`src/rtl/bkpt_pkg.sv`:
```
package bkpt_pkg;
  typedef enum logic [3:0] {
    ST_OFF = 4'b0000,
    ST_W1  = 4'b0001,
    ST_T1  = 4'b0010,
    ST_W2  = 4'b0101,
    ST_T2  = 4'b0110
  } bstat_e;

  typedef enum logic [1:0] {
    RSP_NONE0 = 2'b00,
    RSP_HALT  = 2'b01,
    RSP_IRQ   = 2'b10,
    RSP_NONE3 = 2'b11
  } resp_e;

  localparam logic [3:0] PST_HALT_CODE = 4'hF;
  localparam logic [3:0] PST_DBG_CODE  = 4'hD;
endpackage

```
`src/rtl/bkpt_seq.sv`:
```
module bkpt_seq
  import bkpt_pkg::*;
(
  input  logic       clk,
  input  logic       rst_n,
  input  logic       cfg_wr,
  input  logic       cfg_l1_en,
  input  logic       cfg_l2_en,
  input  logic [1:0] cfg_resp,
  input  logic       csr_rd,
  input  logic       pc_l1,
  input  logic       pc_l2,
  input  logic       bus_l1,
  input  logic       bus_l2,
  output bstat_e     status,
  output resp_e      resp_q,
  output logic       done,
  output logic       done_pc
);
  bstat_e st_q, st_d;
  logic   l2_en_q;
  logic   l1_hit, l2_hit, done_l1, adv_l2, done_l2, rd_clr;

  assign l1_hit  = pc_l1 | bus_l1;
  assign l2_hit  = pc_l2 | bus_l2;
  assign done_l1 = !cfg_wr && (st_q == ST_W1) && l1_hit && !l2_en_q;
  assign adv_l2  = !cfg_wr && (st_q == ST_W1) && l1_hit && l2_en_q;
  assign done_l2 = !cfg_wr && (st_q == ST_W2) && l2_hit;
  assign rd_clr  = csr_rd && ((st_q == ST_T2) || ((st_q == ST_T1) && !l2_en_q));

  assign done    = done_l1 | done_l2;
  assign done_pc = (done_l1 & pc_l1) | (done_l2 & pc_l2);
  assign status  = st_q;

  always_comb begin
    st_d = st_q;
    if (cfg_wr)       st_d = cfg_l1_en ? ST_W1 : ST_OFF;
    else if (rd_clr)  st_d = ST_OFF;
    else if (done_l1) st_d = ST_T1;
    else if (adv_l2)  st_d = ST_W2;
    else if (done_l2) st_d = ST_T2;
  end

  always_ff @(posedge clk) begin
    if (!rst_n) begin
      st_q    <= ST_OFF;
      l2_en_q <= 1'b0;
      resp_q  <= RSP_NONE0;
    end else begin
      st_q <= st_d;
      if (cfg_wr) begin
        l2_en_q <= cfg_l2_en;
        resp_q  <= resp_e'(cfg_resp);
      end
    end
  end
endmodule

```
`src/rtl/bkpt_resp.sv`:
```
module bkpt_resp
  import bkpt_pkg::*;
#(
  parameter int PST_D_CYCLES = 3,
  parameter int VECTOR       = 12,
  parameter int VEC_W        = 8
) (
  input  logic             clk,
  input  logic             rst_n,
  input  logic             cfg_wr,
  input  resp_e            resp,
  input  logic             done,
  input  logic             done_pc,
  input  logic             sample_pt,
  input  logic             irq7_req,
  input  logic             emu_ret,
  input  logic [3:0]       pst_norm,
  output logic             halt_req,
  output logic             dbg_pend,
  output logic             emu_mode,
  output logic             dbg_take,
  output logic [VEC_W-1:0] dbg_vector,
  output logic             irq7_take,
  output logic [3:0]       pst
);
  localparam int CNT_W = (PST_D_CYCLES < 2) ? 1 : $clog2(PST_D_CYCLES + 1);

  logic             pend_q, emu_q, halt_q;
  logic [CNT_W-1:0] dcnt_q;
  logic             is_irq, is_halt;

  assign is_irq  = (resp == RSP_IRQ);
  assign is_halt = (resp == RSP_HALT);

  assign dbg_take   = sample_pt && !emu_q && is_irq && (pend_q || done_pc);
  assign irq7_take  = sample_pt && irq7_req && !emu_q && !dbg_take;
  assign dbg_vector = dbg_take ? VEC_W'(VECTOR) : '0;

  assign halt_req = halt_q;
  assign dbg_pend = pend_q;
  assign emu_mode = emu_q;

  always_comb begin
    if (halt_q)                pst = PST_HALT_CODE;
    else if (dcnt_q != '0)     pst = PST_DBG_CODE;
    else                       pst = pst_norm;
  end

  always_ff @(posedge clk) begin
    if (!rst_n) begin
      pend_q <= 1'b0;
      emu_q  <= 1'b0;
      halt_q <= 1'b0;
      dcnt_q <= '0;
    end else begin
      pend_q <= (pend_q || (done && is_irq && !emu_q)) && !dbg_take && !cfg_wr;
      emu_q  <= dbg_take || (emu_q && !emu_ret);
      halt_q <= (halt_q && !emu_ret) || (done && is_halt);
      if (dbg_take)            dcnt_q <= CNT_W'(PST_D_CYCLES);
      else if (emu_ret)        dcnt_q <= '0;
      else if (dcnt_q != '0)   dcnt_q <= dcnt_q - CNT_W'(1);
    end
  end
endmodule

```
`src/rtl/bkpt_ddmap.sv`:
```
module bkpt_ddmap
  import bkpt_pkg::*;
(
  input  bstat_e     status,
  output logic [3:0] ddata
);
  always_comb begin
    unique case (status)
      ST_W1:   ddata = 4'b0010;
      ST_T1:   ddata = 4'b0100;
      ST_W2:   ddata = 4'b1010;
      ST_T2:   ddata = 4'b1100;
      default: ddata = 4'b0000;
    endcase
  end
endmodule

```
`src/rtl/bkpt_trig_ctrl.sv`:
```
module bkpt_trig_ctrl
  import bkpt_pkg::*;
#(
  parameter int PST_D_CYCLES = 3,
  parameter int VECTOR       = 12,
  parameter int VEC_W        = 8
) (
  input  logic             clk,
  input  logic             rst_n,
  input  logic             cfg_wr,
  input  logic             cfg_l1_en,
  input  logic             cfg_l2_en,
  input  logic [1:0]       cfg_resp,
  input  logic             csr_rd,
  input  logic             pc_hit_l1,
  input  logic             pc_hit_l2,
  input  logic             bus_hit_l1,
  input  logic             bus_hit_l2,
  input  logic             sample_pt,
  input  logic             irq7_req,
  input  logic             emu_ret,
  input  logic [3:0]       pst_norm,
  output logic [3:0]       bp_status,
  output logic [3:0]       ddata,
  output logic             halt_req,
  output logic             dbg_pend,
  output logic             emu_mode,
  output logic             dbg_take,
  output logic [VEC_W-1:0] dbg_vector,
  output logic             irq7_take,
  output logic [3:0]       pst
);
  bstat_e status;
  resp_e  resp_q;
  logic   done, done_pc;

  bkpt_seq u_seq (
    .clk       (clk),
    .rst_n     (rst_n),
    .cfg_wr    (cfg_wr),
    .cfg_l1_en (cfg_l1_en),
    .cfg_l2_en (cfg_l2_en),
    .cfg_resp  (cfg_resp),
    .csr_rd    (csr_rd),
    .pc_l1     (pc_hit_l1),
    .pc_l2     (pc_hit_l2),
    .bus_l1    (bus_hit_l1),
    .bus_l2    (bus_hit_l2),
    .status    (status),
    .resp_q    (resp_q),
    .done      (done),
    .done_pc   (done_pc)
  );

  bkpt_resp #(
    .PST_D_CYCLES (PST_D_CYCLES),
    .VECTOR       (VECTOR),
    .VEC_W        (VEC_W)
  ) u_resp (
    .clk        (clk),
    .rst_n      (rst_n),
    .cfg_wr     (cfg_wr),
    .resp       (resp_q),
    .done       (done),
    .done_pc    (done_pc),
    .sample_pt  (sample_pt),
    .irq7_req   (irq7_req),
    .emu_ret    (emu_ret),
    .pst_norm   (pst_norm),
    .halt_req   (halt_req),
    .dbg_pend   (dbg_pend),
    .emu_mode   (emu_mode),
    .dbg_take   (dbg_take),
    .dbg_vector (dbg_vector),
    .irq7_take  (irq7_take),
    .pst        (pst)
  );

  bkpt_ddmap u_map (
    .status (status),
    .ddata  (ddata)
  );

  assign bp_status = status;
endmodule

```
`config.mk`:
```
export PLATFORM = sky130hd
export DESIGN_NAME = bkpt_trig_ctrl
export DESIGN_NICKNAME = d
export VERILOG_FILES = /design/src/rtl/bkpt_pkg.sv /design/src/rtl/bkpt_seq.sv /design/src/rtl/bkpt_resp.sv /design/src/rtl/bkpt_ddmap.sv /design/src/rtl/bkpt_trig_ctrl.sv
export SDC_FILE = /design/constraint.sdc
export NUM_CORES = 1
export LEC_CHECK = 0
export BUFFER_PORTS_ARGS = -buffer_cell sky130_fd_sc_hd__buf_2
export CORE_UTILIZATION = 41
export CTS_CLUSTER_DIAMETER = 200
export DETAILED_ROUTE_END_ITERATION = 8
export PLACE_DENSITY = 0.74
export SLEW_MARGIN = 40
export SYNTH_ARGS = -nofsm -noshare
export SYNTH_HDL_FRONTEND = slang
export SYNTH_SLANG_ARGS = --single-unit
```
`constraint.sdc`:
```
create_clock -name clk -period 2.2 [get_ports clk]
set_clock_uncertainty 0.05 [all_clocks]
set_input_delay 0.11 -clock clk [delete_from_list [all_inputs] [get_ports clk]]
set_output_delay 0.11 -clock clk [all_outputs]
set_load 0.05 [all_outputs]
```
* Word level (Yosys, flattened, before mapping)
Cells that the tools add are included.
** Word-level totals
- Flip-flop bits (word level) :: 12
- Input port bits :: 19
- Output and inout port bits :: 25
- Word-level logic and storage cells :: 67
** Operators by class
- Add/subtract/negate cells :: 1
- Eq/ne operators :: 6
- Multiplexer cells :: 13
- Bitwise gates (word level) :: 6
- Reductions and logical operators :: 34
** Operators by type and width (count)
- $mux 4 :: 8
- $logic_and 1x1->1 :: 21
- $pmux 4 s4 :: 1
- $eq 4x3->1 const B :: 2
- $mux 2 :: 3
- $logic_not 1->1 :: 5
- $logic_or 1x1->1 :: 5
- $reduce_bool 5->1 :: 1
- $eq 4x1->1 const B :: 1
- $eq 4x2->1 const B :: 1
- $or 1x1->1 :: 4
- $reduce_bool 3->1 :: 1
- $and 1x1->1 :: 2
- $eq 2x1->1 const B :: 1
- $eq 2x2->1 const B :: 1
- $reduce_bool 2->1 :: 1
- $sub 2x1->2 const B :: 1
- $mux 1 :: 1

* Logic depth before layout (Yosys ltp)
- Depth after elaboration :: 11
- Gate-level depth with buffers :: 6

* Hierarchy
A second synthesis with hierarchy kept.
** Second synthesis, totals
- Cells, all modules :: 84
- Area total of the unflattened synthesis :: 733.2 um^2
** By module, submodules not included
- bkpt_resp :: instances 1, cells each 43, area each 366.6 um^2, sequential area each 100.1 um^2
- bkpt_seq :: instances 1, cells each 35, area each 319.1 um^2, sequential area each 120.1 um^2
- bkpt_ddmap :: instances 1, cells each 6, area each 47.5 um^2, sequential area each 0.0 um^2

* Worst setup path before layout
No wires, ideal clock.
- Path type :: flip-flop to output port
- From :: register u_seq.st_q[2], in the netlist u_seq.status[2]
- To :: output irq7_take
- Arrival time :: 3069 ps
- Data required time :: 2040 ps
- Setup slack :: -1029 ps
- Stages on the path, launching flop included :: 5
- Buffers on the path :: 0
- Cell sequence :: dfxtp_1 -> or3b_2 -> a21oi_1 -> o21a_1 -> nor4bb_1
** On the way
- Cells in the longest elaborated chain, start to end :: 10
- Elaborated cells between the ends (all ways) :: 14
** Ends and longest elaborated chain
- from (decl) :: line bkpt_seq.sv:20 : bstat_e st_q, st_d;
- from (signal assigned) :: line bkpt_seq.sv:50 : st_q <= st_d;
- $eq 4x1->1 :: line bkpt_seq.sv:26 : assign done_l1 = !cfg_wr && (st_q == ST_W1) && l1_hit && !l2_en_q;
- $logic_and 1x1->1 (3 in series) :: line bkpt_seq.sv:26
- $and 1x1->1 :: line bkpt_seq.sv:32 : assign done_pc = (done_l1 & pc_l1) | (done_l2 & pc_l2);
- $or 1x1->1 * :: line bkpt_seq.sv:32
- $logic_or 1x1->1 * :: line bkpt_resp.sv:35 : assign dbg_take = sample_pt && !emu_q && is_irq && (pend_q || done_pc);
- $logic_and 1x1->1 * :: line bkpt_resp.sv:35
- net dbg_take :: line bkpt_trig_ctrl.sv:28 : output logic dbg_take,
- $logic_not 1->1 * :: line bkpt_resp.sv:36 : assign irq7_take = sample_pt && irq7_req && !emu_q && !dbg_take;
- $logic_and 1x1->1 * :: line bkpt_resp.sv:36
- to (decl) :: line bkpt_trig_ctrl.sv:30 : output logic irq7_take,
Mark *: on every way through the listed nets, which the timed path passes. The rest lies on a longest branch.

* Worst setup path after layout
- From :: register u_seq.st_q[2], in the netlist u_seq.status[2]
- To :: output dbg_take
** On the way
- Cells in the longest elaborated chain, start to end :: 8
- Elaborated cells between the ends (all ways) :: 12
** Ends and longest elaborated chain (line)
- $eq 4x1->1 :: bkpt_seq.sv:26
- $logic_and 1x1->1 (3 in series) :: bkpt_seq.sv:26
- $and 1x1->1 :: bkpt_seq.sv:32
- $or 1x1->1 * :: bkpt_seq.sv:32
- $logic_or 1x1->1 * :: bkpt_resp.sv:35
- $logic_and 1x1->1 * :: bkpt_resp.sv:35
- to (decl) :: bkpt_trig_ctrl.sv:28
Every way passes the cells marked *; elsewhere a longest branch is shown, timed or not.

==> results.py <==
metrics = {
    "synth": {
        "avgSynthCellArea_um2": 8.62,
        "ys_top_cells_by_area": "dfxtp_1, buf_4, o21a_1",
        "synth_top_cell_by_area": "dfxtp_1",
        "yosys_warnings": 0,
        "synth_cells": 82,
        "synth_top_area_share_pct": 31.2,
        "synth.distinct_cells": 30,
        "synth-seq-cells": 11,
        "syn-cell-area_um2": 707,
        "ys_seq_area_share_pct": 31.2,
    },
    "grt": {
        "grt_usage_pct": 15.7,
        "grt_max_degree": 9,
        "grt_pass1_wl_um": 2230,
        "antenna_found_initial": 0,
        "grt_overflow_total": 0,
        "grt_pass1_vias": 554,
    },
    "timing": {
        "setup_tns_ns": 0,
        "drv_slew": 0,
        "finalHoldViolCount": 0,
        "post-route-min-period_ns": 1.95,
        "timing.hold.ws_ns": 0.0320,
        "timing.fmax_mhz": 513,
        "setup_viol": 0,
        "rsz0062_at_grt": "no",
        "period_share_pct": 88.6,
    },
    "critical_path": {
        "crit_path_end_kind": "output pin",
        "crit_family": "simple AND/OR/NAND/NOR gates",
        "crit_type": "register to output pin",
        "path_buf_inv": 1,
        "critPathMaxFanout": 8,
        "crit_chain": "or3b_2 -> a21oi_1 -> o21a_2 -> buf_2",
        "start_kind": "register",
        "max_stage_delay_ns": 0.47,
        "worstPathArrival_ns": 1.79,
        "cp_data_required_time_ns": 2.04,
        "slowest_stage": "or3b_2",
    },
    "floorplanning": {
        "die_h_um": 43.5,
        "start_util_pct": 45.3,
        "io_pins": 44,
        "core_area_mm2": 0.00156,
        "die_x_um": 43.5,
        "num_rows": 14,
        "dieArea_mm2": 0.00189,
    },
    "clock_network": {
        "cts_tree": "done",
        "holdBufCountCts": 0,
        "cts-resized-gates": 0,
        "clock_sinks": 11,
        "cts_max_level": 1,
        "cts_made_buffers": 3,
        "clockRootBuffer": "clkbuf_4",
        "path_clk_slew_ns": 0.07,
        "cts_buffer_depth": 2,
        "post_cts_buffers": 0,
        "clock_latency_ns": 0.26,
    },
    "cells_and_area": {
        "final_common_cell": "buf_2",
        "fin_area_um2": 887,
        "antenna_cells": 0,
        "layout-drive-gt1-share_pct": 41.0,
        "mostFrequentLayoutCells": "buf_2, dfxtp_1, nor2_1, conb_1",
        "areaGrowthSynthToFinish_pct": 25.5,
        "layout.nets": 138,
    },
    "hold_path": {
        "hold_path.class": "primary input to register",
    },
    "placed_design": {
        "placed_area_um2": 861,
        "portBuffers": 35,
        "globalplace.congestion": 0.743,
        "hpwl_um": 1170,
    },
    "detailed_routing": {
        "wirelength_um": 1430,
        "drt_iter0_drc": 21,
        "vias_per_cell": 4.86,
        "drc": 8,
        "wl_per_cell_um": 10.7,
        "first_pass_iters": 7,
        "vias": 646,
        "ant_nets": 0,
    },
    "pwr": {
        "leakage_nw": 0.442,
        "power_density_mw_per_mm2": 527,
        "peakVddDrop_mv": 0.328,
    },
    "outcome": {
        "violations": "design-rule violations",
        "outcome": "complete, but fails checks",
    },
    "job": {
        "drv_cap": 0,
    },
}
[where the power goes]
group          switching, mW  total [mW]  internal [mW]
Combinational         0.0858       0.122         0.0360
Clock                 0.0648       0.135         0.0701
Sequential           0.00625       0.211          0.204
Total                  0.157       0.467          0.310
[flip-flops by register name, summed over array words and instances, names as in the netlist]
signal and flops:
u_resp.dbg_pend 1, u_resp.dcnt_q 2, u_resp.emu_mode 1, u_resp.halt_req 1
u_seq.l2_en_q 1, u_seq.resp_q 2, u_seq.status 3
[layout make-up]
| type | instances | area, um^2 |
|---|---|---|
| fill | 150 | 672 |
| multi-input combinational | 62 | 424 |
| sequential | 11 | 223 |
| timing repair buffer | 35 | 175 |
| clock buffer | 4 | 26.3 |
| tap | 16 | 20.0 |
| inverter | 5 | 18.8 |
[worst paths after layout]
| check | from | end | slack [ns] | depth (start not counted) |
|---|---|---|---|---|
| max reg2reg | u_seq.status[0] | u_resp.dbg_pend | 0.47 | 4 |
| max | u_seq.status[2] | dbg_take | 0.25 | 4 |
| min | cfg_resp[0] | u_seq.resp_q[0] | 0.03 | 3 |
| min reg2reg | u_resp.dbg_pend | u_resp.dbg_pend | 0.44 | 2 |
[cells in the mapped netlist, drive strengths merged]
master,n
a2111oi,1
a21boi,1
a21o,1
a21oi,4
a31oi,1
and2b,1
buf,11
conb,1
dfxtp,11
ha,1
inv,5
mux2i,3
nand2,3
nand2b,4
nand3b,1
nor2,8
nor2b,5
nor3,2
nor3b,1
nor4,1
nor4bb,2
o21a,5
o21ai,4
o311a,1
or3,1
or3b,2
xor2,1
[logic make-up after synthesis]
kind of cell             share of synthesized area [%]
adder cells (fa/ha/maj)                           1.77
AO/OA/AOI/OAI                                     18.2
flip-flops                                        31.2
multiplexers                                      4.25
buffers and inverters                             14.9
other                                            0.530
XOR/XNOR                                          1.24
AND/OR/NAND/NOR                                   28.0
[through the flow]
stage               std cells  worst slack [ns]  power [mW]  utilization (%)
floorplan                  89            0.0668       0.319                -
global placement          129             0.539       0.335             55.2
detailed placement        129             0.462       0.338             55.2
CTS                       133             0.223       0.474             56.9
global route              133             0.175       0.489             56.9
finish                    133             0.250       0.467             56.9
[worst reg2reg max path: cells and delay by family, from the launching register on]
kind             cells  cell delay [ns]
AO/OA/AOI/OAI        2             0.43
flip-flops           1             0.40
AND/OR/NAND/NOR      2             0.75
[metal layers]
metal | GRT usage [%] | up-vias | wire (um)
met4 | 5.63 | 0 | 11
met2 | 25.5 | 25 | 675
met1 | 19.5 | 283 | 654
met5 | 0 | - | 0
met3 | 5.00 | 2 | 85
li1 | - | 336 | -
Note: power is estimated with default switching activity, not from simulation.
